[src/rtl/sirc_pkg.sv]
package sirc_pkg;
  typedef enum logic [1:0] {PH_MARK, PH_SPACE, PH_PAD} phase_e;

  // length in units of the mark that encodes one data bit
  function automatic int unsigned mark_len(input logic b, input int unsigned one_u,
                                           input int unsigned zero_u);
    return b ? one_u : zero_u;
  endfunction

  function automatic int unsigned max4(input int unsigned a, input int unsigned b,
                                       input int unsigned c, input int unsigned d);
    int unsigned m;
    m = a;
    if (b > m) m = b;
    if (c > m) m = c;
    if (d > m) m = d;
    return m;
  endfunction
endpackage

[src/rtl/sirc_unit_tick.sv]
module sirc_unit_tick #(
  parameter int unsigned CLK_DIV = 60000
) (
  input  logic clk,
  input  logic rst_n,
  input  logic run,
  input  logic restart,
  output logic tick
);
  localparam int unsigned CW = (CLK_DIV > 1) ? $clog2(CLK_DIV) : 1;
  logic [CW-1:0] cnt;
  logic          wrap;

  assign wrap = (cnt == CW'(CLK_DIV - 1));
  assign tick = run && wrap;

  always_ff @(posedge clk or negedge rst_n) begin
    if (!rst_n)                cnt <= '0;
    else if (!run || restart)  cnt <= '0;
    else if (wrap)             cnt <= '0;
    else                       cnt <= cnt + 1'b1;
  end
endmodule

[src/rtl/sirc_period.sv]
module sirc_period #(
  parameter int unsigned FRAME_UNITS = 75
) (
  input  logic clk,
  input  logic rst_n,
  input  logic restart,
  input  logic tick,
  output logic frame_end
);
  localparam int unsigned FW = $clog2(FRAME_UNITS + 1);
  logic [FW-1:0] ucnt;
  logic          last_unit;

  assign last_unit = (ucnt == FW'(FRAME_UNITS - 1));
  assign frame_end = tick && last_unit;

  always_ff @(posedge clk or negedge rst_n) begin
    if (!rst_n)                  ucnt <= '0;
    else if (restart)            ucnt <= '0;
    else if (tick && last_unit)  ucnt <= '0;
    else if (tick)               ucnt <= ucnt + 1'b1;
  end
endmodule

[src/rtl/sirc_shaper.sv]
module sirc_shaper
  import sirc_pkg::*;
#(
  parameter int unsigned NBITS       = 12,
  parameter int unsigned START_UNITS = 4,
  parameter int unsigned ONE_UNITS   = 2,
  parameter int unsigned ZERO_UNITS  = 1,
  parameter int unsigned SPACE_UNITS = 1
) (
  input  logic             clk,
  input  logic             rst_n,
  input  logic             load,
  input  logic [NBITS-1:0] data,
  input  logic             tick,
  output logic             ir_out,
  output logic             pad
);
  localparam int unsigned MAXU = max4(START_UNITS, ONE_UNITS, ZERO_UNITS, SPACE_UNITS);
  localparam int unsigned SW   = $clog2(MAXU + 1);
  localparam int unsigned IW   = $clog2(NBITS + 1);

  phase_e           phase;
  logic [SW-1:0]    seg_left;
  logic [IW-1:0]    idx;
  logic [NBITS-1:0] shreg;
  logic             seg_done;

  assign seg_done = tick && (seg_left == '0);
  assign ir_out   = (phase == PH_MARK);
  assign pad      = (phase == PH_PAD);

  always_ff @(posedge clk or negedge rst_n) begin
    if (!rst_n) begin
      phase    <= PH_PAD;
      seg_left <= '0;
      idx      <= '0;
      shreg    <= '0;
    end else if (load) begin
      phase    <= PH_MARK;
      seg_left <= SW'(START_UNITS - 1);
      idx      <= '0;
      shreg    <= data;
    end else if (tick && !seg_done) begin
      seg_left <= seg_left - 1'b1;
    end else if (seg_done) begin
      unique case (phase)
        PH_MARK: begin
          phase    <= PH_SPACE;
          seg_left <= SW'(SPACE_UNITS - 1);
        end
        PH_SPACE: begin
          if (idx == IW'(NBITS)) begin
            phase <= PH_PAD;
          end else begin
            phase    <= PH_MARK;
            seg_left <= SW'(mark_len(shreg[0], ONE_UNITS, ZERO_UNITS) - 1);
            shreg    <= shreg >> 1;
            idx      <= idx + 1'b1;
          end
        end
        default: phase <= PH_PAD;
      endcase
    end
  end


  launch_mark_chk: assert property (@(posedge clk) disable iff (!rst_n)
    load |=> ir_out);
endmodule

[src/rtl/sirc_tx.sv]
module sirc_tx #(
  parameter int unsigned CLK_DIV     = 60000,
  parameter int unsigned CMD_W       = 7,
  parameter int unsigned ADDR_W      = 5,
  parameter int unsigned START_UNITS = 4,
  parameter int unsigned ONE_UNITS   = 2,
  parameter int unsigned ZERO_UNITS  = 1,
  parameter int unsigned SPACE_UNITS = 1,
  parameter int unsigned FRAME_UNITS = 75
) (
  input  logic              clk,
  input  logic              rst_n,
  input  logic              start,
  input  logic [CMD_W-1:0]  cmd,
  input  logic [ADDR_W-1:0] addr,
  output logic              ir_out,
  output logic              busy,
  output logic              done
);
  localparam int unsigned NBITS = CMD_W + ADDR_W;

  logic             tick, frame_end, launch, pend, pad;
  logic [NBITS-1:0] hold, launch_data;

  assign launch      = (!busy && start) || (frame_end && (start || pend));
  assign launch_data = start ? {addr, cmd} : hold;

  always_ff @(posedge clk or negedge rst_n) begin
    if (!rst_n) begin
      busy <= 1'b0;
      done <= 1'b0;
      pend <= 1'b0;
      hold <= '0;
    end else begin
      done <= frame_end;
      if (launch)         busy <= 1'b1;
      else if (frame_end) busy <= 1'b0;
      if (launch)         pend <= 1'b0;
      else if (start)     pend <= 1'b1;
      if (start)          hold <= {addr, cmd};
    end
  end

  sirc_unit_tick #(.CLK_DIV(CLK_DIV)) u_tick (
    .clk(clk), .rst_n(rst_n), .run(busy), .restart(launch), .tick(tick));

  sirc_period #(.FRAME_UNITS(FRAME_UNITS)) u_period (
    .clk(clk), .rst_n(rst_n), .restart(launch), .tick(tick), .frame_end(frame_end));

  sirc_shaper #(
    .NBITS(NBITS), .START_UNITS(START_UNITS), .ONE_UNITS(ONE_UNITS),
    .ZERO_UNITS(ZERO_UNITS), .SPACE_UNITS(SPACE_UNITS)
  ) u_shaper (
    .clk(clk), .rst_n(rst_n), .load(launch), .data(launch_data), .tick(tick),
    .ir_out(ir_out), .pad(pad));


  pend_only_busy_chk: assert property (@(posedge clk) disable iff (!rst_n)
    pend |-> busy);

  ir_quiet_idle_chk: assert property (@(posedge clk) disable iff (!rst_n)
    !busy |-> !ir_out);

  bits_fit_period_chk: assert property (@(posedge clk) disable iff (!rst_n)
    frame_end |-> pad);

  done_single_chk: assert property (@(posedge clk) disable iff (!rst_n)
    done |=> !done);
endmodule

[config.mk]
export PLATFORM = sky130hd
export DESIGN_NAME = sirc_tx
export DESIGN_NICKNAME = d
export VERILOG_FILES = /design/src/rtl/sirc_pkg.sv /design/src/rtl/sirc_unit_tick.sv /design/src/rtl/sirc_period.sv /design/src/rtl/sirc_shaper.sv /design/src/rtl/sirc_tx.sv
export SDC_FILE = /design/constraint.sdc
export NUM_CORES = 1
export LEC_CHECK = 0
export CAP_MARGIN = 20
export CORE_MARGIN = 2
export CORE_UTILIZATION = 35
export CTS_BUF_LIST = sky130_fd_sc_hd__clkbuf_16
export DETAILED_ROUTE_END_ITERATION = 10
export PLACE_DENSITY = 0.53
export SLEW_MARGIN = 20
export SYNTH_ARGS = -nofsm -noshare
export SYNTH_HDL_FRONTEND = slang
export SYNTH_SLANG_ARGS = --single-unit
[constraint.sdc]
create_clock -name clk -period 3.05 [get_ports clk]
set_clock_uncertainty 0.2 [all_clocks]
set_input_delay 0.4575 -clock clk [delete_from_list [all_inputs] [get_ports clk]]
set_output_delay 0.4575 -clock clk [all_outputs]
set_load 0.03 [all_outputs]
---- After elaboration in Yosys (flattened, before gate mapping) ----
Cells that the tools add are included.
storage, ports and cells
  flip-flop bits (word level) ............. 59
  output and inout bits ................... 3
cells by class
  add/subtract/negate cells ............... 5
  reduce and logical (&&, ||, !) cells .... 23
  equal/unequal tests ..................... 7
  muxes and demuxes ....................... 31
operator list
  operator                                                             number
  12-bit 2-to-1 mux                                                    6
  16-bit 2-to-1 mux                                                    2
  7-bit 2-to-1 mux                                                     3
  4-bit 2-to-1 mux                                                     5
  16-bit by 1-bit adder with 16-bit output (second input constant)     1
  16-bit equality test (second input constant)                         1
  3-bit 2-to-1 mux                                                     4
  2-bit 2-to-1 mux                                                     5
  2-bit nonzero test                                                   4
  7-bit by 1-bit adder with 7-bit output (second input constant)       1
  7-bit equality test (second input constant)                          1
  1-bit logical AND                                                    6
  3-bit case mux with 2 select lines                                   1
  3-bit nonzero test                                                   2
  3-bit by 1-bit subtractor with 3-bit output (second input constant)  2
  4-bit by 1-bit adder with 4-bit output (second input constant)       1
  4-bit equality test (second input constant)                          1
  1-bit 2-to-1 mux                                                     4
  2-bit != test (second input constant)                                2
  4-bit by 3-bit != test with 1-bit output (second input constant)     1
  2-bit case mux with 2 select lines                                   1
  4-bit AND reduction                                                  1
  4-bit nonzero test                                                   1
  3-bit logical NOT                                                    1
  other kinds (6)                                                      9

---- Depth between registers and ports, before layout ----
Gate-level depths: netlist of the first run.
  depth in word-level cells ............... 7
  depth in mapped cells ................... 9
  depth with buffers taken out ............ 7

---- By module ----
Synthesis of the first run repeated with hierarchy kept, for this count alone.
unflattened totals
  cells, all modules ...................... 253
  area, all modules ....................... 3009.1 um^2
by module, submodules not included
  module          cells an instance  instances  area each (um^2)
  sirc_shaper     96                 1          1186.1
  sirc_unit_tick  81                 1          863.3
  sirc_tx         35                 1          558.0
  sirc_period     41                 1          401.6

---- Worst setup path after synthesis of the first run ----
Ideal clock, no wire load.
  kind .................................... reg2reg
  start ................................... register busy
  end ..................................... register u_shaper.shreg[3]
  buffers on the path ..................... 2
  cell stages (with the launch flop) ...... 8
  slack ................................... 0.584 ns
  library setup time ...................... 0.125 ns
  data arrival time ....................... 2.141 ns
  required time ........................... 2.725 ns
  clock period less this slack ............ 2.466 ns
  cells stage by stage .................... dfrtp_1 and4_1 and4_1 clkbuf_1 and3_1 o21ai_2 buf_2 mux2_2
on the way
  word-level cells in the longest chain between the ends .. 6
RTL lines
  element                                                               RTL line                              source
  start, declared                                                       sirc_tx.sv:17                         output logic busy,
  start signal, assigned                                                sirc_tx.sv:30                         busy <= 1'b0;
  start signal, assigned                                                sirc_tx.sv:36                         if (launch) busy <= 1'b1;
  start signal, assigned                                                sirc_tx.sv:37                         else if (frame_end) busy <= 1'b0;
  1-bit logical AND                                                     sirc_unit_tick.sv:15                  assign tick = run && wrap;
  1-bit logical AND, on equally long branches                           sirc_period.sv:15, sirc_shaper.sv:28
  1-bit logical AND / 1-bit logical NOT (equally long branches)         sirc_tx.sv:25, sirc_shaper.sv:43
  1-bit logical OR / 1-bit logical AND (equally long branches)          sirc_tx.sv:25, sirc_shaper.sv:43
  2-bit != test (no line) / 2-bit nonzero test (equally long branches)  --
  4-bit AND reduction (no line)                                         --
  end signal, assigned                                                  sirc_shaper.sv:42                     shreg <= data;
  end signal, assigned                                                  sirc_shaper.sv:57                     shreg <= shreg >> 1;
  end, declared                                                         sirc_shaper.sv:25                     logic [NBITS-1:0] shreg;
Parallel ways exist; a longest one is shown, timed or not.
A chain may end at the register's enable or synchronous reset.

---- Final worst setup path of the first run ----
  start ................................... register u_tick.cnt[7]
  end ..................................... register u_shaper.shreg[10]
on the way
  word-level cells in the longest chain between the ends .. 7
RTL lines
  element                                                               RTL line                              source
  start, declared                                                       sirc_unit_tick.sv:11                  logic [CW-1:0] cnt;
  start signal, assigned                                                sirc_unit_tick.sv:21                  else cnt <= cnt + 1'b1;
  16-bit equality test *                                                sirc_unit_tick.sv:14                  assign wrap = (cnt == CW'(CLK_DIV - 1));
  1-bit logical AND *                                                   sirc_unit_tick.sv:15
  1-bit logical AND, on equally long branches                           sirc_period.sv:15, sirc_shaper.sv:28
  1-bit logical AND / 1-bit logical NOT (equally long branches)         sirc_tx.sv:25, sirc_shaper.sv:43
  1-bit logical OR / 1-bit logical AND (equally long branches)          sirc_tx.sv:25, sirc_shaper.sv:43
  2-bit != test (no line) / 2-bit nonzero test (equally long branches)  --
  4-bit AND reduction (no line)                                         --
Mark *: on every way between the ends. The rest lies on a longest branch, timed or not.

==> results.md, run 1 <==
- CP Cell Sequence: nor4b_4, nand4_1, or3_1, mux2_1, mux2_2
- Leak Pwr: 1.593 nW
- DR WL/cell: 13.82 µm
- Final setup TNS: 0 ns
- P&R area growth vs syn: 19.80%
- Gpl congestion: 0.7271
- Slew HR: 52.65%
- I/O pins: 18
- Placed cells: 373
- Worst r2r dst: u_shaper.shreg[10]$_DFFE_PN0P_
- Die ar.: 9068 µm²
- Unique masters post-synth: 43
- Post-synthesis net count: 278
- Row count: 33
- Vias per inst: 5.005
- Worst Setup EP: u_shaper.shreg[10]$_DFFE_PN0P_
- Tot GR Track Use: 13.61%
- Cell count after synthesis: 256
- Core box area: 8134 µm²
- WS Path Type: register to register
- Register area share after synthesis: 50.73%
- Detailed Route Iter0 Violations: 47
- Setup crit start: u_tick.cnt[7]$_DFF_PN0_
- Commonest cells in the netlist: 58 x dfrtp_1, 23 x nor2_1, 20 x mux2_2
- Number of global-route vias before repair: 1966
- Die Width: 95.23 µm
- # setup viols final: 0
- Clk slew on worst S/H paths: 0.05 ns
- H-tree levels: 3
- Worst-Margin Slew: 0.7103 ns
- Area share of the largest cell type after synthesis: 49.83%
- Port bufs: 17
- CP Launch Type: register
- Peak Freq: 0.3762 GHz
- Global route overflow: 0
- Count leader, synth: dfrtp_1
- Fin cells: 389
- Crit path max fanout: 16
- CP bufs+invs: 0
- Crit path time final: 2.658 ns
- Register area: 1478 µm²
- Reg2reg start: u_tick.cnt[7]$_DFF_PN0_
- Routed WL: 5377 µm
- CTS sink cnt: 59
- EDFF count, synth: 0
- Hold Fails Final Rpt: 0
- Ant. Diodes: 0
- Worst min-delay path class: register to register
- Number of fill cells: 761
- Synth async-reset ratio: 100.0%
- Synth area leader: dfrtp_1
- CTS Root Cell: clkbuf_16
- Data arrival, critical path: 2.66 ns
- Crit-path slowest cell: or3_1
- Detailed Routing Iterations Pass 1: 4
- Multi-input logic area: 1343 µm²
- Synthesized cell area: 2913 µm²
- Top FF cell, synth: dfrtp_1
- Levels on crit path: 5
- Slew Viols, Final: 0
- Worst reg2reg path depth: 5
- Outcome: finished, final reports clean
- Worst Slack Setup Final: 0.3922 ns
- Nets: 302
- Initial Util: 35.81%
- Max VDD drop: 0.2681 mV
- Initial antenna violation count: 0
- Largest net degree at the start of global routing: 32
- Longest Clk Path Bufs: 2
- Hold slack final: 0.2508 ns
- CP peak stage delay: 0.71 ns
- Worst skew pair latency: 0.32 ns
- Syn Area/Cell: 11.38 µm²
- Postcts setup bufs: 0
- Pwr/cell area: 518.1 nW/µm²
- Top delay family on crit path: simple AND/OR/NAND/NOR gates
- Cells taking the most area after synthesis: dfrtp_1 50%, mux2_2 7.7%, mux2_4 4.1%
- First-pass GRT wire length: 9425 µm
- Remaining DRCs: 0
- TritonCTS clock tree: yes
- Vias: 1947
- Worst setup EP type: register
- Die height: 95.23 µm
- CTS Buf Count: 9
- Warnings, synthesis: 0
- Dpl ws: 0.3733 ns
- Post-DP HPWL: 3690 µm
- Share of cells above drive strength 1: 17.61%
- Unrepaired setup endpoints after global routing: no
- CP required: 3.06 ns
- MaxCap Viol Count: 0
- Seq cells post-synth: 59
- DRT antenna net count: 0
- R2r setup slk: 0.39 ns
- Final period util: 87.14%
metrics by stage:
| step | util (%) | area, µm² | total power, mW |
|---|---|---|---|
| 3_3_place_gp | 39.39 | 3204 | 0.8889 |
| 4_1_cts | 42.90 | 3490 | 1.835 |
| 6_report | 42.90 | 3490 | 1.808 |
| 3_5_place_dp | 39.39 | 3204 | 0.8905 |
| 2_1_floorplan | - | 2913 | 0.8451 |
| 5_1_grt | 42.90 | 3490 | 1.875 |
state kept, by name, indices dropped and copies added (netlist names), 2 cells and up:
register and flops:
u_tick.cnt 16, u_shaper.shreg 12, u_shaper.seg_left 3, u_period.ucnt 7, u_shaper.idx 4, hold 12, u_shaper.phase 2
per-layer routing:
layer | up-vias | GRT usage [%] | part of all wire, % | wire [µm]
met5 | - | 0 | 0 | 0
met2 | 23 | 22.07 | 48 | 2580
li1 | 956 | - | - | -
met3 | 9 | 3.953 | 2.9 | 157
met4 | 0 | 5.556 | 1.7 | 91
met1 | 959 | 17.01 | 47 | 2547
cell type report:
type / instances / area share [%]
Multi-Input combinational cell: 178 / 38.47
Clock buffer: 9 / 6.454
Tap cell: 105 / 3.765
Inverter: 8 / 0.8605
Clock inverter: 6 / 1.434
Sequential cell: 59 / 42.34
Timing Repair Buffer: 24 / 6.669
cell families (layout without fill, tap and decap cells):
group | count (synthesis) | count (layout) | synth area share, %
xor+xnor | 16 | 16 | 4.811
mux | 37 | 37 | 15.25
buf+inv | 19 | 47 | 3.178
simple gates | 83 | 83 | 15.68
flops | 59 | 59 | 50.73
fa+ha+maj | 7 | 7 | 3.007
compound gates | 35 | 35 | 7.346
worst min-delay path by stage:
stage	depth (start not counted)	slack, ns	start	to
after floorplan	0	-0.04	rst_n	busy$_DFFE_PN0P_
after global placement	1	0.24	u_tick.cnt[0]$_DFF_PN0_	u_tick.cnt[0]$_DFF_PN0_
after detailed placement	1	0.25	u_tick.cnt[0]$_DFF_PN0_	u_tick.cnt[0]$_DFF_PN0_
after CTS	1	0.25	u_tick.cnt[0]$_DFF_PN0_	u_tick.cnt[0]$_DFF_PN0_
after global routing	1	0.28	u_tick.cnt[0]$_DFF_PN0_	u_tick.cnt[0]$_DFF_PN0_
final	1	0.25	u_tick.cnt[0]$_DFF_PN0_	u_tick.cnt[0]$_DFF_PN0_
cells in the final DEF, fill, tap and decap left out, drive strengths merged, types with 7 or more instances in the layout:
cell type | netlist | final
dfrtp | 58 | 58
mux2 | 35 | 35
nor2 | 23 | 23
clkdlybuf4s50 | 0 | 16
o21ai | 14 | 14
nand2 | 12 | 12
xor2 | 12 | 12
inv | 8 | 10
a21oi | 10 | 10
nand3 | 9 | 9
clkbuf | 6 | 9
or3 | 8 | 8
ha | 7 | 7
buf | 5 | 7
repair_timing:
item,in CTS,in global routing
hold endpoints to repair,3,0
endpoints found under the setup margin,0,0
resized for setup,0,0
hold buffers,1,0
report_power, final:
| part | total, mW | internal (mW) | switching (mW) |
|---|---|---|---|
| Combinational | 0.0670 | 0.0355 | 0.0314 |
| Clock | 0.933 | 0.612 | 0.320 |
| Sequential | 0.808 | 0.802 | 0.00590 |
| Total | 1.81 | 1.45 | 0.358 |
(Power assumes the default switching activity.)
==> run 2, diff against run 1 <==
- CORE_MARGIN: 2 -> not set
==> run 2 against run 1 <==
Net effect: first-iteration DRC count grew 66%; count of clock-buffer cells in the layout is the same; final cell count fell by 0.51%; maximum frequency increased by 0.90%; register-to-register slack gained 0.02 ns; non-clock buffer count unchanged; routed wire length decreased by 2.3%; cell area about the same.
==> results.md, run 2 (synthesis gave the netlist of run 1 again) <==
- Leak Pwr: 1.584 nW (was 1.593 nW)
- Final setup TNS: 0 ns (unchanged)
- Post-cts sizing count: 0 (unchanged)
- Longest Clk Path Bufs: 2 (unchanged)
- Pwr/cell area: 532.1 nW/µm² (was 518.1 nW/µm²)
- CTS Root Cell: clkbuf_16 (unchanged)
- I/O pins: 18 (unchanged)
- Largest net degree at the start of global routing: 28 (was 32)
- Max reg flops: 16 (unchanged)
- Hold slack final: 0.2487 ns (was 0.2508 ns)
- Row count: 32 (was 33)
- Initial antenna violation count: 0 (unchanged)
- Number of global-route vias before repair: 1946 (was 1966)
- CP Cell Sequence: nor4b_4, nand4_1, or3_1, mux2_1, mux2_2 (unchanged)
- Die ar.: 8691 µm² (was 9068 µm²)
- Peak Freq: 0.3796 GHz (was 0.3762 GHz)
- Slew Viols, Final: 0 (unchanged)
- TritonCTS clock tree: yes (unchanged)
- # setup viols final: 0 (unchanged)
- Dpl ws: 0.3970 ns (was 0.3733 ns)
- Most flop-heavy register: u_tick.cnt (unchanged)
- Detailed Routing Iterations Pass 1: 4 (unchanged)
- Placed cells: 370 (was 373)
- Detailed Route Iter0 Violations: 78 (was 47)
- Postcts setup bufs: 0 (unchanged)
- Hold Fails Final Rpt: 0 (unchanged)
- CP Launch Type: register (unchanged)
- Worst skew pair latency: 0.32 ns (about the same)
- Fin cells: 387 (was 389)
- Tot GR Track Use: 14.25% (was 13.61%)
- Global route overflow: 0 (unchanged)
- Most common cell after layout, fill and taps aside: dfrtp_1 (unchanged)
- Commonest cells after routing, fill and taps aside: 58 x dfrtp_1, 23 x nor2_1, 20 x mux2_2 (unchanged)
- Top Registers: u_tick.cnt: 16 flops, hold: 12 flops, u_shaper.shreg: 12 flops (unchanged)
- First-pass GRT wire length: 9563 µm (was 9425 µm)
- Crit path time final: 2.634 ns (was 2.658 ns)
- Initial Util: 36.93% (was 35.81%)
- Unrepaired setup endpoints after global routing: no (unchanged)
- Outcome: finished, final reports clean (unchanged)
- Data arrival, critical path: 2.64 ns (was 2.66 ns)
- MaxCap Viol Count: 0 (unchanged)
- Share of cells above drive strength 1: 18.95% (was 17.61%)
- Placed Area: 3188 µm² (was 3204 µm²)
- Die Width: 93.23 µm (was 95.23 µm)
- CTS sink cnt: 59 (unchanged)
- DRT antenna net count: 0 (unchanged)
- Remaining DRCs: 0 (unchanged)
- Worst-Margin Slew: 0.6810 ns (was 0.7103 ns)
- Core box area: 7888 µm² (was 8134 µm²)
- Port bufs: 17 (unchanged)
- Crit path max fanout: 16 (unchanged)
- Worst setup EP type: register (unchanged)
- CP required: 3.05 ns (was 3.06 ns)
- Top delay family on crit path: simple AND/OR/NAND/NOR gates (unchanged)
- Slew HR: 54.60% (was 52.65%)
- Final period util: 86.36% (was 87.14%)
- Nets: 302 (unchanged)
- P&R area growth vs syn: 19.85% (was 19.80%)
- Ant. Diodes: 0 (unchanged)
- Gpl congestion: 0.7449 (was 0.7271)
- Clk slew on worst S/H paths: 0.05 ns (about the same)
- CP bufs+invs: 0 (unchanged)
- CP peak stage delay: 0.70 ns (was 0.71 ns)
- Crit-path slowest cell: or3_1 (unchanged)
- Die height: 93.23 µm (was 95.23 µm)
- WS Path Type: register to register (unchanged)
- CTS Buf Count: 9 (unchanged)
- H-tree levels: 3 (unchanged)
- Vias per inst: 5.065 (was 5.005)
- Max VDD drop: 0.2368 mV (was 0.2681 mV)
- Routed WL: 5256 µm (was 5377 µm)
- Post-DP HPWL: 3617 µm (was 3690 µm)
- Worst Slack Setup Final: 0.4159 ns (was 0.3922 ns)
- Layout Cell Area excl Fill: 3491 µm² (was 3490 µm²)
- DR WL/cell: 13.58 µm (was 13.82 µm)
- Worst min-delay path class: register to register (unchanged)
- Vias: 1960 (was 1947)
run 2: layout make-up:
cell class                      instances  area [µm²]
Inverter                                8       30.03
Sequential cell                        59        1478
Clock inverter                          7       67.56
Timing Repair Buffer                   24       220.2
Multi-Input combinational cell        178        1343
Clock buffer                            9       225.2
Tap cell                              102       127.6
Fill cell                             724        4397
run 2: final timing paths:
| check | from | to | slack, ns | cells after the start |
|---|---|---|---|---|
| hold / removal | u_tick.cnt[0]$_DFF_PN0_ | u_tick.cnt[0]$_DFF_PN0_ | 0.25 | 1 |
| hold reg to reg | u_tick.cnt[0]$_DFF_PN0_ | u_tick.cnt[0]$_DFF_PN0_ | 0.25 | 1 |
| min in group asynchronous | rst_n | u_tick.cnt[9]$_DFF_PN0_ | 0.38 | 2 |
| setup reg to reg | u_tick.cnt[7]$_DFF_PN0_ | u_shaper.shreg[2]$_DFFE_PN0P_ | 0.42 | 5 |
| max in group asynchronous | rst_n | u_shaper.phase[1]$_DFFE_PN1P_ | 1.55 | 3 |
| setup / recovery | u_tick.cnt[7]$_DFF_PN0_ | u_shaper.shreg[2]$_DFFE_PN0P_ | 0.42 | 5 |
run 2: timing repair:
action	CTS	global route
endpoints found under the hold margin	14	0
setup endpoints to repair	0	0
hold buffers	1	0
run 2: per-layer routing:
layer,up-vias,part of all wire [%],GRT usage [%],wire length (µm)
met2,26,43,20.28,2274
li1,967,-,-,-
met5,-,0,0,0
met3,11,2.6,3.415,139
met1,956,52,20.49,2748
met4,0,1.8,6.154,94
run 2: stage by stage:
step / util [%] / power (mW)
floorplan: - / 0.8451
global placement: 40.42 / 0.8878
detailed placement: 40.42 / 0.8887
CTS: 44.26 / 1.886
global route: 44.26 / 1.930
finish: 44.26 / 1.857
run 2: report_power, final:
part           total (mW)  switching, mW  internal [mW]
combinational      0.0657         0.0310         0.0346
clock               0.984          0.356          0.628
sequential          0.807        0.00599          0.801
total                1.86          0.393           1.46
